`src/rtl/mbox_pkg.sv`:
```
package mbox_pkg;
  typedef enum logic [1:0] {
    REG_CTRL   = 2'd0,
    REG_MASK   = 2'd1,
    REG_SETCLR = 2'd2,
    REG_STATUS = 2'd3
  } mbox_reg_e;
endpackage

```
`src/rtl/mbox_port_regs.sv`:
```
module mbox_port_regs
  import mbox_pkg::*;
#(
  parameter int NCH = 6,
  parameter int DW  = 32
) (
  input  logic           clk,
  input  logic           rst,
  input  logic           sel,
  input  logic           we,
  input  logic [1:0]     addr,
  input  logic [DW-1:0]  wdata,
  input  logic [NCH-1:0] own_flags,
  output logic           rx_en,
  output logic           tx_en,
  output logic [NCH-1:0] occ_msk,
  output logic [NCH-1:0] free_msk,
  output logic [NCH-1:0] set_req,
  output logic [NCH-1:0] clr_req,
  output logic [DW-1:0]  rdata
);
  localparam int MW = 2 * NCH;

  mbox_reg_e reg_sel;
  logic      wr_hit, rd_hit;
  logic [DW-1:0] rd_mux;

  assign reg_sel = mbox_reg_e'(addr);
  assign wr_hit  = sel && we;
  assign rd_hit  = sel && !we;

  // set/clear strobes are combinational pulses into the flag bank
  assign set_req = (wr_hit && reg_sel == REG_SETCLR) ? wdata[MW-1:NCH] : '0;
  assign clr_req = (wr_hit && reg_sel == REG_SETCLR) ? wdata[NCH-1:0]  : '0;

  always_ff @(posedge clk) begin
    if (rst) begin
      rx_en    <= 1'b0;
      tx_en    <= 1'b0;
      occ_msk  <= '1;
      free_msk <= '1;
    end else if (wr_hit) begin
      if (reg_sel == REG_CTRL) begin
        rx_en <= wdata[0];
        tx_en <= wdata[1];
      end
      if (reg_sel == REG_MASK) begin
        occ_msk  <= wdata[NCH-1:0];
        free_msk <= wdata[MW-1:NCH];
      end
    end
  end

  always_comb begin
    rd_mux = '0;
    case (reg_sel)
      REG_CTRL:   rd_mux[1:0]      = {tx_en, rx_en};
      REG_MASK:   rd_mux[MW-1:0]   = {free_msk, occ_msk};
      REG_STATUS: rd_mux[NCH-1:0]  = own_flags;
      default:    rd_mux           = '0;
    endcase
  end

  always_ff @(posedge clk) begin
    if (rst)         rdata <= '0;
    else if (rd_hit) rdata <= rd_mux;
    else             rdata <= '0;
  end
endmodule

```
`src/rtl/mbox_flag_bank.sv`:
```
module mbox_flag_bank #(
  parameter int NCH = 6
) (
  input  logic                clk,
  input  logic                rst,
  input  logic [1:0][NCH-1:0] set_req,
  input  logic [1:0][NCH-1:0] clr_req,
  output logic [1:0][NCH-1:0] flags
);
  // flags[p] is owned by port p: set by p, cleared by the peer.
  // Set has priority over a same-cycle clear.
  for (genvar p = 0; p < 2; p++) begin : g_owner
    always_ff @(posedge clk) begin
      if (rst) flags[p] <= '0;
      else     flags[p] <= (flags[p] & ~clr_req[1-p]) | set_req[p];
    end
  end
endmodule

```
`src/rtl/mbox_irq_gen.sv`:
```
module mbox_irq_gen #(
  parameter int NCH = 6
) (
  input  logic           clk,
  input  logic           rst,
  input  logic           rx_en,
  input  logic           tx_en,
  input  logic [NCH-1:0] own_flags,
  input  logic [NCH-1:0] peer_flags,
  input  logic [NCH-1:0] occ_msk,
  input  logic [NCH-1:0] free_msk,
  output logic           rx_irq,
  output logic           tx_irq
);
  logic rx_any, tx_any;
  assign rx_any = |(peer_flags & ~occ_msk);
  assign tx_any = |(~own_flags & ~free_msk);

  always_ff @(posedge clk) begin
    if (rst) begin
      rx_irq <= 1'b0;
      tx_irq <= 1'b0;
    end else begin
      rx_irq <= rx_en && rx_any;
      tx_irq <= tx_en && tx_any;
    end
  end
endmodule

```
`src/rtl/mailbox_flag_ctrl.sv`:
```
module mailbox_flag_ctrl #(
  parameter int NCH = 6,
  parameter int DW  = 32
) (
  input  logic          clk,
  input  logic          rst,
  input  logic          a_sel,
  input  logic          a_we,
  input  logic [1:0]    a_addr,
  input  logic [DW-1:0] a_wdata,
  output logic [DW-1:0] a_rdata,
  input  logic          b_sel,
  input  logic          b_we,
  input  logic [1:0]    b_addr,
  input  logic [DW-1:0] b_wdata,
  output logic [DW-1:0] b_rdata,
  output logic          a_rx_irq,
  output logic          a_tx_irq,
  output logic          b_rx_irq,
  output logic          b_tx_irq
);
  logic [1:0]           sel_v, we_v;
  logic [1:0][1:0]      addr_v;
  logic [1:0][DW-1:0]   wdata_v, rdata_v;
  logic [1:0]           rx_en, tx_en, rx_irq_v, tx_irq_v;
  logic [1:0][NCH-1:0]  occ_msk, free_msk, set_req, clr_req, flags;

  assign sel_v   = {b_sel, a_sel};
  assign we_v    = {b_we, a_we};
  assign addr_v  = {b_addr, a_addr};
  assign wdata_v = {b_wdata, a_wdata};
  assign a_rdata = rdata_v[0];
  assign b_rdata = rdata_v[1];
  assign a_rx_irq = rx_irq_v[0];
  assign a_tx_irq = tx_irq_v[0];
  assign b_rx_irq = rx_irq_v[1];
  assign b_tx_irq = tx_irq_v[1];

  for (genvar p = 0; p < 2; p++) begin : g_port
    mbox_port_regs #(.NCH(NCH), .DW(DW)) u_regs (
      .clk(clk), .rst(rst),
      .sel(sel_v[p]), .we(we_v[p]), .addr(addr_v[p]), .wdata(wdata_v[p]),
      .own_flags(flags[p]),
      .rx_en(rx_en[p]), .tx_en(tx_en[p]),
      .occ_msk(occ_msk[p]), .free_msk(free_msk[p]),
      .set_req(set_req[p]), .clr_req(clr_req[p]),
      .rdata(rdata_v[p])
    );

    mbox_irq_gen #(.NCH(NCH)) u_irq (
      .clk(clk), .rst(rst),
      .rx_en(rx_en[p]), .tx_en(tx_en[p]),
      .own_flags(flags[p]), .peer_flags(flags[1-p]),
      .occ_msk(occ_msk[p]), .free_msk(free_msk[p]),
      .rx_irq(rx_irq_v[p]), .tx_irq(tx_irq_v[p])
    );
  end

  mbox_flag_bank #(.NCH(NCH)) u_bank (
    .clk(clk), .rst(rst),
    .set_req(set_req), .clr_req(clr_req),
    .flags(flags)
  );
endmodule

```
`config.mk`:
```
export PLATFORM = sky130hd
export DESIGN_NAME = mailbox_flag_ctrl
export DESIGN_NICKNAME = d
export VERILOG_FILES = /design/src/rtl/mbox_pkg.sv /design/src/rtl/mbox_port_regs.sv /design/src/rtl/mbox_flag_bank.sv /design/src/rtl/mbox_irq_gen.sv /design/src/rtl/mailbox_flag_ctrl.sv
export SDC_FILE = /design/constraint.sdc
export NUM_CORES = 1
export LEC_CHECK = 0
export BUFFER_PORTS_ARGS = -buffer_cell sky130_fd_sc_hd__buf_2
export CAP_MARGIN = 20
export CORE_MARGIN = 2
export CORE_UTILIZATION = 48
export DETAILED_ROUTE_END_ITERATION = 10
export PLACE_DENSITY = 0.77
export SLEW_MARGIN = 25
export SYNTH_ARGS = -nofsm -noshare
export SYNTH_HDL_FRONTEND = slang
export SYNTH_HIERARCHICAL = 1
export SYNTH_SLANG_ARGS = --single-unit
```
`constraint.sdc`:
```
create_clock -name clk -period 1.3 [get_ports clk]
set_input_delay 0.065 -clock clk [delete_from_list [all_inputs] [get_ports clk]]
set_output_delay 0.065 -clock clk [all_outputs]
set_load 0.1 [all_outputs]
```
==> reports/qor.txt, run 1 <==
CTS Buffer Depth - 2
Die Width - 86.4 um
post-synthesis cell area - 3260 sq um
Post-layout nets - 498
core area - 6680 sq um
DR vias - 2424
Util after Layout - 0.559
global-route wire length before repair - 10200 um
Yosys cell types - 22
Final Hold Vio Count - 0
postcts setup bufs - 0
initial core utilization - 0.488
CP max stage delay - 420 ps
Synth Flop Type - dfxtp_1
Root Buffer - clkbuf_8
worst-path fanout max - 1
Final WS setup - 159 ps
WP buf/inv - 1
Seq/Total Area, Yosys - 0.417
RSZ-0062 raised after global routing - no
Top delay family on crit path - buffers and inverters
Routed WL per cell - 12.9 um
min-delay worst type - input port to flip-flop
area leader, netlist - dfxtp_1
clock sinks - 68
Post-synth top cells - dfxtp_1, nor2_1, buf_4, mux2i_1, inv_1
DP Worst Slack - 188 ps
Synth Instances - 353
Ys Warns - 6
1st-pass router iterations - 4
Post-DP Area - 3500 sq um
critical path arrival - 1080 ps
clock slew at reported path FFs - 70 ps
status - completed
htree depth - 3
Synth Register Bits - 68
# rows - 30
total negative slack - 0 ps
IO Pins - 142
Avg Synthesized Cell Area - 9.24 sq um
Antenna diodes - 0
initial antenna violation count - 0
synth top area cells - dfxtp_1, mux2i_1, buf_4, nor2_1, and2_1
pin count of the biggest net entering global routing - 40
final-report max-slew violation count - 0
post-detail-place hpwl - 4990 um
CP max stage cell - buf_2
PD cells - 1250 nW/um^2
vias in the first global route - 2186
WS Path Type - flip-flop to output port
Fillers - 616
Area Overhead vs Synth - 14.6%
maximum clock rate - 877 MHz
ratio of cells with drive above 1 in the final layout - 0.239
Skew-Pair Late Insertion Delay - 330 ps
DRT antenna net count - 0
Slew HR - 0.655
Tot GR Track Use - 0.177
CP required - 1240 ps
CTS tree - done
I/O Buffers - 61
maxcap violations - 0
drt drc - 0
top-count cell post-synth - dfxtp_1
Routed WL - 6560 um
standby leakage power - 1.68 nW
ys async rst share - 0
Worst-Margin Slew - 517 ps
cts bufs inserted - 9
VDD IR max - 0.528 mV
EDFF count, synth - 0
min Tclk post-route - 1140 ps
period utilization - 0.877
GRT overflow - 0
Worst Skew - 2.85 ps
Synth top area share - 0.417
crit end category - output port
crit start category - flip-flop
Setup Viol. Count Final - 0
Die Y - 86.4 um
CP cell instances - buf_2
initial drt markers - 125
Final Cell Area - 3740 sq um
post-DR vias/cell - 4.78
routability cong. - 0.834
die area - 7470 sq um
==> area by class of cell <==
type / instances / area [sq um] / area share
flip-flops and latches: 68 / 1360 / 0.364
clock buffers: 11 / 131 / 0.0352
multi-input cells: 236 / 1530 / 0.410
repair buffers: 79 / 458 / 0.123
well taps: 80 / 100 / 0.0268
clock inverters: 3 / 40.0 / 0.0107
inverters: 30 / 113 / 0.0301
==> final timing paths <==
path,slack [ps],cells after the start,to,startpoint
max,160,1,b_rdata[8],g_port[1].u_regs/rdata[8]
min,10,3,g_port[1].u_regs/occ_msk[5],b_wdata[5]
min reg2reg,490,1,g_port[1].u_irq/tx_irq,g_port[1].u_regs/tx_en
max reg2reg,310,2,g_port[1].u_irq/tx_irq,u_bank/flags[11]
==> state kept, by name, summed over array words and instances (netlist names) <==
register,count
u_bank/flags,12
g_port.u_regs/rdata,24
g_port.u_irq/tx_irq,2
g_port.u_irq/rx_irq,2
g_port.u_regs/free_msk,12
g_port.u_regs/tx_en,2
g_port.u_regs/rx_en,2
g_port.u_regs/occ_msk,12
==> stage by stage <==
step | hold WS [ps] | power [mW] | std cells
floorplan | 134 | 3.08 | 391
global placement | 334 | 3.11 | 486
detailed placement | 347 | 3.12 | 486
CTS | 0.966 | 4.71 | 507
global route | 5.34 | 4.86 | 507
finish | 13.5 | 4.68 | 507
==> layer usage <==
metal / track usage / vias to the layer above / part of all wire
met3: 0.0419 / 2 / 0.055
met1: 0.221 / 1122 / 0.45
met5: 0 / - / 0
li1: - / 1223 / -
met4: 0.0739 / 0 / 0.0052
met2: 0.293 / 77 / 0.49
==> cells in the final DEF (no fill, tap or decap) <==
cell type / count
and4b_1: 4
or4b_4: 2
o311a_1: 4
nor4b_2: 2
bufinv_16: 1
dlygate4sd3_1: 7
buf_2: 61
o32ai_2: 4
clkbuf_8: 9
and3_1: 12
mux2i_1: 40
nor2_1: 56
conb_1: 40
nand4bb_1: 2
and4bb_1: 2
clkinv_2: 2
dfxtp_1: 68
o22ai_1: 12
nand2b_1: 20
and2_1: 24
clkbuf_1: 2
buf_4: 11
inv_1: 30
a21oi_1: 2
a21oi_2: 10
==> cells by family after synthesis <==
kind of cell | count (synthesis) | share of synthesized area
simple gates | 124 | 0.216
buf+inv | 87 | 0.156
flops | 68 | 0.417
mux | 40 | 0.123
compound gates | 32 | 0.0852
other cells | 2 | 0.00230
==> report_power, final <==
part,internal [mW],switching (mW),total [mW]
Sequential,2.12,0.0274,2.15
Combinational,0.166,0.779,0.945
Clock,0.860,0.725,1.58
Total,3.15,1.53,4.68
==> timing repair <==
| action | 4_1_cts | 5_1_grt |
|---|---|---|
| resized for setup | 0 | 0 |
| hold buffers | 7 | 0 |
| hold endpoints to repair | 7 | 0 |
(Power assumes the default switching activity.)
==> run 2: changes to the inputs <==
--- a/config.mk
+++ b/config.mk
@@ -8,9 +8,10 @@
 export BUFFER_PORTS_ARGS = -buffer_cell sky130_fd_sc_hd__buf_2
 export CAP_MARGIN = 20
 export CORE_MARGIN = 2
-export CORE_UTILIZATION = 48
+export CORE_UTILIZATION = 49
+export CTS_BUF_LIST = sky130_fd_sc_hd__clkbuf_2 sky130_fd_sc_hd__clkbuf_4 sky130_fd_sc_hd__clkbuf_8
 export DETAILED_ROUTE_END_ITERATION = 10
-export PLACE_DENSITY = 0.77
+export PLACE_DENSITY = 0.78
 export SLEW_MARGIN = 25
 export SYNTH_ARGS = -nofsm -noshare
 export SYNTH_HDL_FRONTEND = slang
==> reports/qor.txt, run 2 (synthesis gave the netlist of run 1 again) <==
Routed WL - 6680 um
CP max stage cell - buf_2
clock slew at reported path FFs - 60 ps
CTS tree - done
PD cells - 1260 nW/um^2
Fillers - 574
FF/Latch Area - 1360 sq um
Root Buffer - clkbuf_8
GRT overflow - 0
standby leakage power - 1.71 nW
routability cong. - 0.858
Post-layout nets - 501
Post-DP Area - 3490 sq um
initial drt markers - 111
pin count of the biggest net entering global routing - 63
Routed WL per cell - 13.2 um
status - completed
postcts setup bufs - 0
CTS Buffer Depth - 2
fin cells - 507
Resize count post-CTS - 0
critical path arrival - 1070 ps
WP buf/inv - 1
Worst-Margin Slew - 587 ps
maxcap violations - 0
DRT antenna net count - 0
htree depth - 3
post-detail-place hpwl - 4870 um
Die Y - 85.6 um
core area - 6390 sq um
VDD IR max - 0.938 mV
final-report max-slew violation count - 0
drt drc - 0
Die Width - 85.6 um
Area Overhead vs Synth - 17.1%
CP required - 1240 ps
Slew HR - 0.607
footprint of the multi-input gates - 1530 sq um
initial core utilization - 0.511
IO Pins - 142
most frequent cells in the layout - dfxtp_1, buf_2, nor2_1
max FFs per register - 24
CP max stage delay - 420 ps
WS Path Type - flip-flop to output port
FF-to-FF setup slack - 290 ps
Final Hold Vio Count - 0
clock sinks - 68
total negative slack - 0 ps
post-DR vias/cell - 4.90
min-delay worst type - input port to flip-flop
ratio of cells with drive above 1 in the final layout - 0.235
cts bufs inserted - 9
Skew-Pair Late Insertion Delay - 340 ps
Setup Viol. Count Final - 0
1st-pass router iterations - 6
Tot GR Track Use - 0.179
Top delay family on crit path - buffers and inverters
initial antenna violation count - 0
# rows - 29
I/O Buffers - 61
Worst Skew - 5.77 ps
crit start category - flip-flop
die area - 7330 sq um
RSZ-0062 raised after global routing - no
largest register by flop count - g_port.u_regs/rdata
placed cells - 480
maximum clock rate - 882 MHz
Antenna diodes - 0
leading cell type in the layout, fill and taps excluded - dfxtp_1
vias in the first global route - 2177
CP cell instances - buf_2
DR vias - 2486
period utilization - 0.873
Final Cell Area - 3820 sq um
global-route wire length before repair - 10200 um
crit end category - output port
worst-path fanout max - 1
min Tclk post-route - 1130 ps
## run 2: cell count changes in the layout (fill, tap and decap cells not counted), sizes merged
| cell | previous run | this run |
|---|---|---|
| buf | 72 | 69 |
| clkinv | 2 | 1 |
| clkbuf | 11 | 12 |
| dlygate4sd3 | 7 | 13 |
## run 2: layout make-up
cell class / count / share of cell area
sequential: 68 / 0.356
tap: 77 / 0.0252
clock buffer: 12 / 0.0416
inverter: 30 / 0.0295
timing repair buffer: 82 / 0.136
multi-input combinational: 236 / 0.402
clock inverter: 2 / 0.00917
## run 2: tightest hold or removal path, stage by stage
cell     delay (ps)
buf_2            80
nor2_1           40
mux2i_1         110
## run 2: path summary, 6_finish.rpt
path,startpoint,to,depth (start not counted)
worst min-delay path,a_wdata[8],g_port[0].u_regs/free_msk[2],3
worst min register to register,g_port[1].u_regs/free_msk[2],g_port[1].u_regs/rdata[8],1
worst max register to register,u_bank/flags[2],g_port[0].u_irq/tx_irq,2
worst max-delay path,g_port[1].u_regs/rdata[3],b_rdata[3],1
## run 2: metal layers
layer,vias up,share of wire,track usage
met2,79,0.49,0.298
met3,6,0.061,0.0481
met1,1171,0.44,0.224
met4,0,0.010,0.0649
li1,1230,-,-
met5,-,0,0
## run 2: repair_timing
action                                 in CTS  in global routing
endpoints found under the hold margin      12                  1
hold buffers                               12                  1
setup endpoints to repair                   0                  0
## run 2: power by group
group / internal [mW] / total [mW] / switching, mW
combinational: 0.179 / 0.956 / 0.778
sequential: 2.12 / 2.15 / 0.0275
clock: 0.988 / 1.72 / 0.731
## run 2: metrics by stage
step                      worst slack [ps]  utilization  power (mW)  hold WS (ps)
after floorplan                        299            -        3.08           134
after global placement                 171        0.547        3.11           335
after detailed placement               139        0.547        3.12           344
after CTS                              145        0.596        4.85        0.0741
after global routing                   113        0.598        4.98          14.1
final                                  166        0.598        4.83          7.92
==> run 3: changes to the inputs <==
--- a/config.mk
+++ b/config.mk
@@ -8,12 +8,11 @@
 export BUFFER_PORTS_ARGS = -buffer_cell sky130_fd_sc_hd__buf_2
 export CAP_MARGIN = 20
 export CORE_MARGIN = 2
-export CORE_UTILIZATION = 49
+export CORE_UTILIZATION = 47
 export CTS_BUF_LIST = sky130_fd_sc_hd__clkbuf_2 sky130_fd_sc_hd__clkbuf_4 sky130_fd_sc_hd__clkbuf_8
 export DETAILED_ROUTE_END_ITERATION = 10
 export PLACE_DENSITY = 0.78
 export SLEW_MARGIN = 25
 export SYNTH_ARGS = -nofsm -noshare
 export SYNTH_HDL_FRONTEND = slang
-export SYNTH_HIERARCHICAL = 1
 export SYNTH_SLANG_ARGS = --single-unit
==> reports/qor.txt, run 3 <==
DR vias - 2432
vias in the first global route - 2254
CP max stage cell - buf_2
core area - 5920 sq um
htree depth - 3
Skew-Pair Late Insertion Delay - 350 ps
clock slew at reported path FFs - 80 ps
status - completed
WS Path Type - flip-flop to output port
post-detail-place hpwl - 4740 um
DRT antenna net count - 0
# rows - 28
Fillers - 564
Final Cell Area - 3550 sq um
Ys Warns - 0
crit start category - flip-flop
Die Y - 82.4 um
Synth Flop Type - dfxtp_1
Area Overhead vs Synth - 22.9%
area leader, netlist - dfxtp_1
clock sinks - 68
initial antenna violation count - 0
Synth Register Bits - 68
initial core utilization - 0.488
critical path arrival - 1100 ps
post-DR vias/cell - 4.95
1st-pass router iterations - 4
Yosys cell types - 27
final-report max-slew violation count - 0
Root Buffer - clkbuf_8
CTS Buffer Depth - 2
hold slack - 10.6 ps
leading cell type in the layout, fill and taps excluded - dfxtp_1
Post-layout nets - 485
Die Width - 82.4 um
Setup Viol. Count Final - 0
pin count of the biggest net entering global routing - 30
ys async rst share - 0
Antenna diodes - 0
Top delay family on crit path - buffers and inverters
Routed WL - 6710 um
Synth top area share - 0.471
Resize count post-CTS - 0
Routed WL per cell - 13.7 um
WP buf/inv - 1
ratio of cells with drive above 1 in the final layout - 0.214
crit end category - output port
CTS tree - done
initial drt markers - 173
die area - 6800 sq um
IO Pins - 142
min-delay worst type - input port to flip-flop
routability cong. - 0.833
GRT overflow - 0
EDFF count, synth - 0
maximum clock rate - 862 MHz
Post-synth top cells - dfxtp_1, nand2_1, buf_4, nand3_1, inv_1
cts bufs inserted - 9
standby leakage power - 1.75 nW
most frequent cells in the layout - dfxtp_1, buf_2, nand2_1
DP Worst Slack - 192 ps
Final Hold Vio Count - 0
period utilization - 0.892
Final WS setup - 140 ps
largest register by flop count - g_port.u_regs.rdata
maxcap violations - 0
CP cell instances - buf_2
max FFs per register - 24
I/O Buffers - 61
VDD IR max - 0.730 mV
RSZ-0062 raised after global routing - no
top-count cell post-synth - dfxtp_1
worst-path fanout max - 1
post-synthesis cell area - 2890 sq um
drt drc - 0
Worst Skew - 10.6 ps
Seq/Total Area, Yosys - 0.471
postcts setup bufs - 0
PD cells - 1420 nW/um^2
Synth Instances - 327
CP required - 1240 ps
Post-DP Area - 3110 sq um
Tot GR Track Use - 0.206
global-route wire length before repair - 10400 um
CP max stage delay - 420 ps
Avg Synthesized Cell Area - 8.84 sq um
total negative slack - 0 ps
synth top area cells - dfxtp_1, buf_4, nand2_1, mux2i_1, nand3_1
min Tclk post-route - 1160 ps
==> run 3: cell count changes after synthesis, moves of 20 or more <==
| cell | previous run | this run |
|---|---|---|
| nor2_1 | 56 | 15 |
| nand2_1 | 0 | 55 |
| mux2i_1 | 40 | 14 |
| nand2b_1 | 20 | 0 |
| nand3_1 | 0 | 21 |
==> run 3: cell families after synthesis <==
logic type             count (synthesis)  synth area share
AOI/OAI and AO/OA                     49             0.109
buffers and inverters                 73             0.152
DFF                                   68             0.471
muxes                                 16            0.0563
other                                  1           0.00130
and+or+nand+nor                      120             0.210
==> run 3: what timing repair did <==
item / in CTS / in global routing
hold buffers: 22 / 0
endpoints found under the setup margin: 0 / 0
endpoints found under the hold margin: 32 / 0
==> run 3: per-stage QoR <==
stage	instances	total power, mW	utilization
after floorplan	366	3.07	-
after global placement	453	3.09	0.525
after detailed placement	453	3.10	0.525
after CTS	491	5.06	0.600
after global routing	491	5.21	0.600
final	491	5.05	0.600
==> run 3: path summary, 6_finish.rpt <==
path | startpoint | endpoint | slack [ps] | cells past startpoint
max reg2reg | u_bank.flags[11] | g_port[0].u_irq.rx_irq | 310 | 3
min | b_wdata[1] | g_port[1].u_regs.tx_en | 10 | 3
max | g_port[0].u_regs.rdata[8] | a_rdata[8] | 140 | 1
min reg2reg | g_port[1].u_regs.rx_en | g_port[1].u_irq.rx_irq | 470 | 1
==> run 3: power by group <==
| part | total [mW] | internal, mW | switching [mW] |
|---|---|---|---|
| Clock | 1.94 | 1.13 | 0.807 |
| Combinational | 0.946 | 0.175 | 0.771 |
| Sequential | 2.17 | 2.13 | 0.0360 |
==> run 3: final cells by class <==
cell class	count	area [sq um]	area share
sequential	68	1360	0.383
multi-input combinational	225	1240	0.348
timing repair buffer	89	571	0.161
clock buffer	10	138	0.0387
tap	75	93.8	0.0264
clock inverter	6	87.6	0.0246
inverter	18	67.6	0.0190
==> run 3: metal layers <==
layer | global-route usage | share of wire | up-vias
li1 | - | - | 1182
met1 | 0.250 | 0.41 | 1133
met2 | 0.335 | 0.49 | 103
met3 | 0.0554 | 0.082 | 14
met4 | 0.102 | 0.020 | 0
met5 | 0 | 0 | -
